$ cat src/rtl/adcc_pkg.sv
// Package adcc_pkg
// Shared register addresses, bit positions and field layouts for the
// triggered conversion controller. Assumes a byte-wide bus with a
// three-bit address.
package adcc_pkg;
    localparam int BUS_AW = 3;
    localparam int BUS_DW = 8;

    localparam logic [BUS_AW-1:0] A_DATA_LO = 3'd0;
    localparam logic [BUS_AW-1:0] A_DATA_HI = 3'd1;
    localparam logic [BUS_AW-1:0] A_CTRL    = 3'd2;
    localparam logic [BUS_AW-1:0] A_SUBMUX  = 3'd3;
    localparam logic [BUS_AW-1:0] A_OPTSTAT = 3'd4;

    localparam int OPT_TC_EN  = 0;
    localparam int OPT_IRQ_EN = 2;
    localparam int OPT_EXT_EN = 7;

    localparam int ST_IDLE = 7;
    localparam int ST_PIN  = 0;

    typedef struct packed {
        logic [3:0] chan;
        logic       diff;
        logic [2:0] range;
    } ctrl_t;

    typedef struct packed {
        logic [3:0] sel;
        logic       spare;
        logic [2:0] gain;
    } submux_t;
endpackage

$ cat src/rtl/adcc_regs.sv
// Module adcc_regs
// Holds the writable registers: control, sub-multiplexer and option.
// Decodes the software start strobe. Assumes writes are one-cycle
// strobes. The spare sub-multiplexer bit is never stored.
module adcc_regs
    import adcc_pkg::*;
(
    input  logic              clk,
    input  logic              rst_n,
    input  logic              bus_wr,
    input  logic [BUS_AW-1:0] bus_addr,
    input  logic [BUS_DW-1:0] bus_wdata,
    output ctrl_t             ctrl_q,
    output submux_t           submux_q,
    output logic [BUS_DW-1:0] option_q,
    output logic              sw_start
);
    logic wr_ctrl, wr_sub, wr_opt;

    // Address decode for the write strobes.
    always_comb begin
        wr_ctrl  = bus_wr && (bus_addr == A_CTRL);
        wr_sub   = bus_wr && (bus_addr == A_SUBMUX);
        wr_opt   = bus_wr && (bus_addr == A_OPTSTAT);
        sw_start = bus_wr && (bus_addr == A_DATA_LO);
    end

    // Control byte storage.
    always_ff @(posedge clk) begin
        if (!rst_n)       ctrl_q <= '0;
        else if (wr_ctrl) ctrl_q <= ctrl_t'(bus_wdata);
    end

    // Sub-multiplexer byte storage; the spare bit is held at zero.
    always_ff @(posedge clk) begin
        if (!rst_n) begin
            submux_q <= '0;
        end else if (wr_sub) begin
            submux_q.sel   <= bus_wdata[7:4];
            submux_q.spare <= 1'b0;
            submux_q.gain  <= bus_wdata[2:0];
        end
    end

    // Option byte storage; all bits kept, only some are used elsewhere.
    always_ff @(posedge clk) begin
        if (!rst_n)      option_q <= '0;
        else if (wr_opt) option_q <= bus_wdata;
    end

    // control byte changes only on a write to its address
    a_r2_ctrl_hold: assert property (@(posedge clk) disable iff (!rst_n)
        !(bus_wr && bus_addr == A_CTRL) |=> $stable(ctrl_q));
    // spare bit never reads back set
    a_r4_spare_zero: assert property (@(posedge clk) disable iff (!rst_n)
        wr_sub |=> !submux_q.spare);
endmodule

$ cat src/rtl/adcc_trigger.sv
// Module adcc_trigger
// Synchronises the external start pin and finds its rising edge.
// Merges the three start sources, each behind its own enable.
// Assumes pacer_tc is already synchronous to clk.
module adcc_trigger #(
    parameter int SYNC_STAGES = 2
) (
    input  logic clk,
    input  logic rst_n,
    input  logic ext_pin,
    input  logic ext_en,
    input  logic pacer_tc,
    input  logic tc_en,
    input  logic sw_start,
    output logic ext_level,
    output logic start_req
);
    localparam int LAST = SYNC_STAGES - 1;

    logic [SYNC_STAGES-1:0] sync_q;
    logic                   prev_q;
    logic                   ext_rise;

    // Synchroniser chain for the asynchronous pin.
    for (genvar s = 0; s < SYNC_STAGES; s++) begin : g_sync
        if (s == 0) begin : g_first
            always_ff @(posedge clk) begin
                if (!rst_n) sync_q[0] <= 1'b0;
                else        sync_q[0] <= ext_pin;
            end
        end else begin : g_next
            always_ff @(posedge clk) begin
                if (!rst_n) sync_q[s] <= 1'b0;
                else        sync_q[s] <= sync_q[s-1];
            end
        end
    end

    // Previous synchronised level for edge detection.
    always_ff @(posedge clk) begin
        if (!rst_n) prev_q <= 1'b0;
        else        prev_q <= sync_q[LAST];
    end

    // Edge detect and merging of the gated sources.
    always_comb begin
        ext_level = sync_q[LAST];
        ext_rise  = sync_q[LAST] && !prev_q;
        start_req = sw_start || (ext_en && ext_rise) || (tc_en && pacer_tc);
    end

    // a detected rise lasts exactly one cycle
    a_r9_rise_single: assert property (@(posedge clk) disable iff (!rst_n)
        ext_rise |=> !ext_rise);
endmodule

$ cat src/rtl/adcc_seq.sv
// Module adcc_seq
// Conversion sequencer. It issues a one-cycle start pulse and tracks busy.
// It captures the tag at start, loads the result on done and manages
// the interrupt. Assumes adc_done arrives as a one-cycle pulse.
module adcc_seq #(
    parameter int RES_W = 12,
    parameter int TAG_W = 4,
    localparam int RSLT_W = RES_W + TAG_W
) (
    input  logic              clk,
    input  logic              rst_n,
    input  logic              start_req,
    input  logic [TAG_W-1:0]  tag_in,
    input  logic              irq_en,
    input  logic              status_rd,
    input  logic              adc_done,
    input  logic [RES_W-1:0]  adc_data,
    output logic              adc_start,
    output logic              busy,
    output logic [RSLT_W-1:0] result,
    output logic              irq
);
    logic             go, finish;
    logic [TAG_W-1:0] tag_q;

    // Accept starts only when idle; accept done only when busy.
    always_comb begin
        go     = start_req && !busy;
        finish = busy && adc_done;
    end

    // Busy flag and start pulse.
    always_ff @(posedge clk) begin
        if (!rst_n) begin
            busy      <= 1'b0;
            adc_start <= 1'b0;
        end else begin
            adc_start <= go;
            if (go)          busy <= 1'b1;
            else if (finish) busy <= 1'b0;
        end
    end

    // Tag captured at the moment a conversion starts.
    always_ff @(posedge clk) begin
        if (!rst_n)  tag_q <= '0;
        else if (go) tag_q <= tag_in;
    end

    // Result register loaded on completion.
    always_ff @(posedge clk) begin
        if (!rst_n)      result <= '0;
        else if (finish) result <= {tag_q, adc_data};
    end

    // Interrupt: set on an enabled completion (wins), cleared by a status read.
    always_ff @(posedge clk) begin
        if (!rst_n)                 irq <= 1'b0;
        else if (finish && irq_en)  irq <= 1'b1;
        else if (status_rd)         irq <= 1'b0;
    end

    // no start may follow a busy cycle
    a_r12_no_start_busy: assert property (@(posedge clk) disable iff (!rst_n)
        busy |=> !adc_start);
    // start pulse is one cycle wide
    a_r5_start_one_cycle: assert property (@(posedge clk) disable iff (!rst_n)
        adc_start |=> !adc_start);
    // a start pulse coincides with busy
    a_r6_busy_with_start: assert property (@(posedge clk) disable iff (!rst_n)
        adc_start |-> busy);
    // tag is held while a conversion runs
    a_r7_tag_stable: assert property (@(posedge clk) disable iff (!rst_n)
        (busy && $past(busy)) |-> $stable(tag_q));
    // interrupt rises only when enabled
    a_r11_irq_needs_en: assert property (@(posedge clk) disable iff (!rst_n)
        $rose(irq) |-> $past(irq_en));
    // a status read without a competing completion clears the interrupt
    a_r11_read_clears: assert property (@(posedge clk) disable iff (!rst_n)
        (status_rd && !finish) |=> !irq);
endmodule

$ cat src/rtl/adcc_top.sv
// Module adcc_top
// Triggered conversion controller top. It joins the register file,
// the trigger logic and the sequencer, and forms the read mux and the
// channel output. Assumes a 16-bit result read as two bytes.
module adcc_top
    import adcc_pkg::*;
#(
    parameter int RES_W       = 12,
    parameter int TAG_W       = 4,
    parameter int SYNC_STAGES = 2
) (
    input  logic         clk,
    input  logic         rst_n,
    input  logic         bus_wr,
    input  logic         bus_rd,
    input  logic [2:0]   bus_addr,
    input  logic [7:0]   bus_wdata,
    output logic [7:0]   bus_rdata,
    input  logic         ext_start_pin,
    input  logic         pacer_tc,
    output logic         adc_start,
    input  logic         adc_done,
    input  logic [11:0]  adc_data,
    output logic [3:0]   adc_chan,
    output logic         adc_diff,
    output logic [2:0]   adc_range,
    output logic [3:0]   submux_sel,
    output logic [2:0]   submux_gain,
    output logic         irq
);
    localparam int RSLT_W = RES_W + TAG_W;

    ctrl_t             ctrl_q;
    submux_t           submux_q;
    logic [7:0]        option_q;
    logic              sw_start, ext_level, start_req;
    logic              busy, status_rd;
    logic [RSLT_W-1:0] result;
    logic [7:0]        status;

    adcc_regs u_regs (
        .clk       (clk),
        .rst_n     (rst_n),
        .bus_wr    (bus_wr),
        .bus_addr  (bus_addr),
        .bus_wdata (bus_wdata),
        .ctrl_q    (ctrl_q),
        .submux_q  (submux_q),
        .option_q  (option_q),
        .sw_start  (sw_start)
    );

    adcc_trigger #(.SYNC_STAGES(SYNC_STAGES)) u_trig (
        .clk       (clk),
        .rst_n     (rst_n),
        .ext_pin   (ext_start_pin),
        .ext_en    (option_q[OPT_EXT_EN]),
        .pacer_tc  (pacer_tc),
        .tc_en     (option_q[OPT_TC_EN]),
        .sw_start  (sw_start),
        .ext_level (ext_level),
        .start_req (start_req)
    );

    adcc_seq #(.RES_W(RES_W), .TAG_W(TAG_W)) u_seq (
        .clk       (clk),
        .rst_n     (rst_n),
        .start_req (start_req),
        .tag_in    (submux_q.sel),
        .irq_en    (option_q[OPT_IRQ_EN]),
        .status_rd (status_rd),
        .adc_done  (adc_done),
        .adc_data  (adc_data),
        .adc_start (adc_start),
        .busy      (busy),
        .result    (result),
        .irq       (irq)
    );

    // Status byte assembly and the status-read strobe.
    always_comb begin
        status          = '0;
        status[ST_IDLE] = !busy;
        status[ST_PIN]  = ext_level;
        status_rd       = bus_rd && (bus_addr == A_OPTSTAT);
    end

    // Read data multiplexer.
    always_comb begin
        case (bus_addr)
            A_DATA_LO: bus_rdata = result[7:0];
            A_DATA_HI: bus_rdata = result[15:8];
            A_CTRL:    bus_rdata = ctrl_q;
            A_SUBMUX:  bus_rdata = submux_q;
            A_OPTSTAT: bus_rdata = status;
            default:   bus_rdata = '0;
        endcase
    end

    // Outputs to the converter, channel top bit masked in differential mode.
    always_comb begin
        adc_chan    = ctrl_q.diff ? {1'b0, ctrl_q.chan[2:0]} : ctrl_q.chan;
        adc_diff    = ctrl_q.diff;
        adc_range   = ctrl_q.range;
        submux_sel  = submux_q.sel;
        submux_gain = submux_q.gain;
    end
endmodule

$ cat config.mk
export PLATFORM = sky130hd
export DESIGN_NAME = adcc_top
export DESIGN_NICKNAME = d
export VERILOG_FILES = /design/src/rtl/adcc_pkg.sv /design/src/rtl/adcc_regs.sv /design/src/rtl/adcc_trigger.sv /design/src/rtl/adcc_seq.sv /design/src/rtl/adcc_top.sv
export SDC_FILE = /design/constraint.sdc
export NUM_CORES = 1
export LEC_CHECK = 0
export ABC_AREA = 0
export BUFFER_PORTS_ARGS = -buffer_cell sky130_fd_sc_hd__buf_2
export CAP_MARGIN = 20
export CORE_ASPECT_RATIO = 0.9
export CORE_MARGIN = 2
export CORE_UTILIZATION = 52
export CTS_BUF_LIST = sky130_fd_sc_hd__clkbuf_16
export CTS_CLUSTER_SIZE = 10
export DETAILED_ROUTE_END_ITERATION = 10
export HOLD_SLACK_MARGIN = 0.06
export PLACE_DENSITY = 0.88
export SLEW_MARGIN = 25
export SYNTH_ARGS = -nofsm -noshare
export SYNTH_HDL_FRONTEND = slang
export SYNTH_SLANG_ARGS = --single-unit
$ cat constraint.sdc
create_clock -name clk -period 1.7 [get_ports clk]
set_clock_uncertainty 0.05 [all_clocks]
set_input_delay 0.34 -clock clk [delete_from_list [all_inputs] [get_ports clk]]
set_output_delay 0.34 -clock clk [all_outputs]
set_load 0.01 [all_outputs]
==> results.yml <==
synthesis:
  syn_avg_cell_area_um2: 9.86
  syn_area_um2: 2030
  ys_seq_area_share_pct: 43.4
  synth_nets: 236
  synth_fa_ha_area_share_pct: 0
  synth-compound-area-share_pct: 9.92
  synth_top_family_by_area: "simple AND/OR/NAND/NOR gates"
  synth-seq-cells: 44
  synth_xor_xnor_area_share_pct: 0
  ys_top_cells_by_area: "dfxtp_1 (43%), mux2i_1 (11%), nand2_1 (8.5%), nor2b_1 (8.0%), mux4_2 (6.7%)"
  synth_common_cells: "nand2_1 (46), dfxtp_1 (44), nor2b_1 (26)"
  synth-simple-area-share_pct: 21.3
  netlist_instances: 206
  synthArstFlopShare_pct: 0
  yosys.area.top_type: "dfxtp_1"
  yosysWarnings: 0
  ys.flop_type: "dfxtp_1"
  synth.top_cell.area_share_pct: 43.4
  yosys.cell_count.top_type: "nand2_1"
  synth_edf_count: 0
  synth_mux_area_share_pct: 19.1
  synthDistinctLibCells: 28
status:
  failed_checks: "setup timing"
  status: "finished with violations"
cells_and_area:
  drive_gt1_share_pct: 42.4
  num-nets-final: 300
  final_cell_area_um2: 2660
  antenna_cells: 0
  area_growth_pct: 31.1
  fin_cells: 317
placement:
  place_congestion: 0.776
  io_buffers: 54
  dp_hpwl_mm: 3.46
  post_dp_cell_area_um2: 2370
  dp.cells: 300
clock_tree:
  clockBufferDepth: 2
  clock-sinks: 44
  cts_hold_buf: 0
  cts_buffers: 5
  tritoncts: "done"
  clk_latency_ns: 0.29
  htreeDepth: 2
  clk_pin_slew_ns: 0.06
  cts_root_buf: "clkbuf_16"
power_and_ir_drop:
  p_leak_nw: 1.15
  power_mw: 2.39
  powerDensity_nw_per_um2: 896
  vdd_drop_max_mv: 0.498
worst_setup_path:
  crit_start: "u_regs.submux_q[7]$_SDFFE_PN0P_"
  reg2regPathDepth: 3
  r2r_setup_slack_ns: 0.08
  r2r-start: "u_seq.busy$_SDFFE_PN0P_"
  cp.depth: 3
  crit_required_ns: 1.31
  critPathBufInv: 1
  worst_ep_arrival_time_ns: 1.46
  worstSetupPathType: "reg -> out"
  cp-end-kind: "primary output"
  crit_family: "multiplexers"
  r2r-end: "u_seq.result[2]$_SDFFE_PN0N_"
  cp-endpoint: "bus_rdata[7]"
  cpPeakStageDelay_ns: 0.45
  cp_slowest_cell: "mux4_2"
  cp_max_fo: 2
  cp_cell_sequence: "mux4_2, mux2_4, buf_6"
  start_kind: "flop"
timing:
  worstMarginPinSlew_ns: 0.752
  timing.fmax_ghz: 0.540
  min_period_ns: 1.85
  setup_viol: 5
  hold_viol: 0
  timing.final.ws_setup_ns: -0.153
  rsz0062_at_grt: "yes"
  finalCritPeriodShare_pct: 109
  maxSlewHeadroom_pct: 49.9
  slew_violations: 0
  whs_ns: 0.208
grt:
  antenna_found_initial: 0
  grtUsageTotal_pct: 24.9
  grt_overflow: 0
  grt_pass1_vias: 1714
  grt_max_degree: 28
  grt_pass1_wl_mm: 8.45
drt:
  drtPass1Iterations: 4
  dr.first_iter.drc_count: 121
  viasPerCell: 5.42
  drc_errors: 0
  routed_wl_mm: 5.21
  ant_nets: 0
  dr_total_vias: 1719
  wl_per_cell_um: 16.4
die:
  start_util_pct: 54.4
  rows: 21
  boundaryPins: 55
  coreArea_um2: 3730
  design.die.area_um2: 4420
  die_w_um: 69.9
  die_h_um: 63.3
worst_hold_path:
  min_path_type: "in -> reg"
job:
  cap_violations: 0
## through the flow
stage	util [%]	setup slack (ns)	TNS, ns
floorplan	-	0.0946	0
global placement	63.5	-0.0865	-0.379
detailed placement	63.5	-0.0981	-0.674
CTS	70.8	-0.151	-0.261
global route	71.4	-0.195	-0.519
finish	71.4	-0.153	-0.254
## logic make-up after synthesis
logic type	count (synthesis)
AND/OR/NAND/NOR	85
flip-flops	44
multiplexers	31
AO/OA/AOI/OAI	25
buffers and inverters	21
## cell type report
class                           instances  area, µm²
Timing Repair Buffer                   77        483
Inverter                                1       3.75
Multi-Input combinational cell        141       1050
Sequential cell                        44        900
Clock inverter                          3       47.5
Fill cell                             274       1070
Clock buffer                            5        125
Tap cell                               46       57.6
## sequential cells by signal, indices dropped and copies added (netlist names)
name / count
u_regs.ctrl_q: 8
u_regs.option_q: 3
u_regs.submux_q: 7
u_seq.adc_start: 1
u_seq.busy: 1
u_seq.irq: 1
u_seq.result: 16
u_seq.tag_q: 4
u_trig.ext_level: 1
u_trig.prev_q: 1
u_trig.sync_q: 1
## worst min path at each step
stage / cells after the start / to / slack (ns) / start
after detailed placement: 2 / u_seq.result[14]$_SDFFE_PN0N_ / 0.41 / u_seq.result[14]$_SDFFE_PN0N_
after global routing: 2 / u_trig.sync_q[0]$_SDFF_PN0_ / 0.20 / ext_start_pin
after floorplan: 1 / u_trig.ext_level$_SDFF_PN0_ / 0.36 / u_trig.sync_q[0]$_SDFF_PN0_
final: 2 / u_trig.sync_q[0]$_SDFF_PN0_ / 0.21 / ext_start_pin
after global placement: 1 / u_trig.ext_level$_SDFF_PN0_ / 0.37 / u_trig.sync_q[0]$_SDFF_PN0_
after CTS: 2 / u_trig.sync_q[0]$_SDFF_PN0_ / 0.21 / ext_start_pin
## what timing repair did
action                                  CTS  global route
endpoints found under the setup margin    8             8
gates resized for setup                  16             7
pin swaps                                 0             1
setup buffers                             8             1
## report_power, final
part	internal [mW]	switching (mW)	leakage (nW)
clock	0.698	0.404	0.0840
sequential	1.05	0.0135	0.363
combinational	0.113	0.106	0.708
## routing by layer
layer	wire (µm)	vias up	GRT usage [%]	part of all wire, %
met5	0	-	0	0
met3	294	13	5.60	5.6
met1	2130	826	28.6	41
met2	2650	61	42.7	51
met4	137	0	13.7	2.6
li1	-	819	-	-
## placed cells by master (no fill, tap or decap), types with 2 or more instances in the layout
cell type and n:
buf_2 51, nand2_1 46, dfxtp_1 29, nor2b_1 25, mux2i_1 22, buf_4 22
a21boi_0 17, dfxtp_2 15, mux4_2 6, clkbuf_16 5, and2_1 4, o22a_1 2
clkinv_4 2, buf_6 2, buf_12 2
Note: power is estimated with default switching activity, not from simulation.
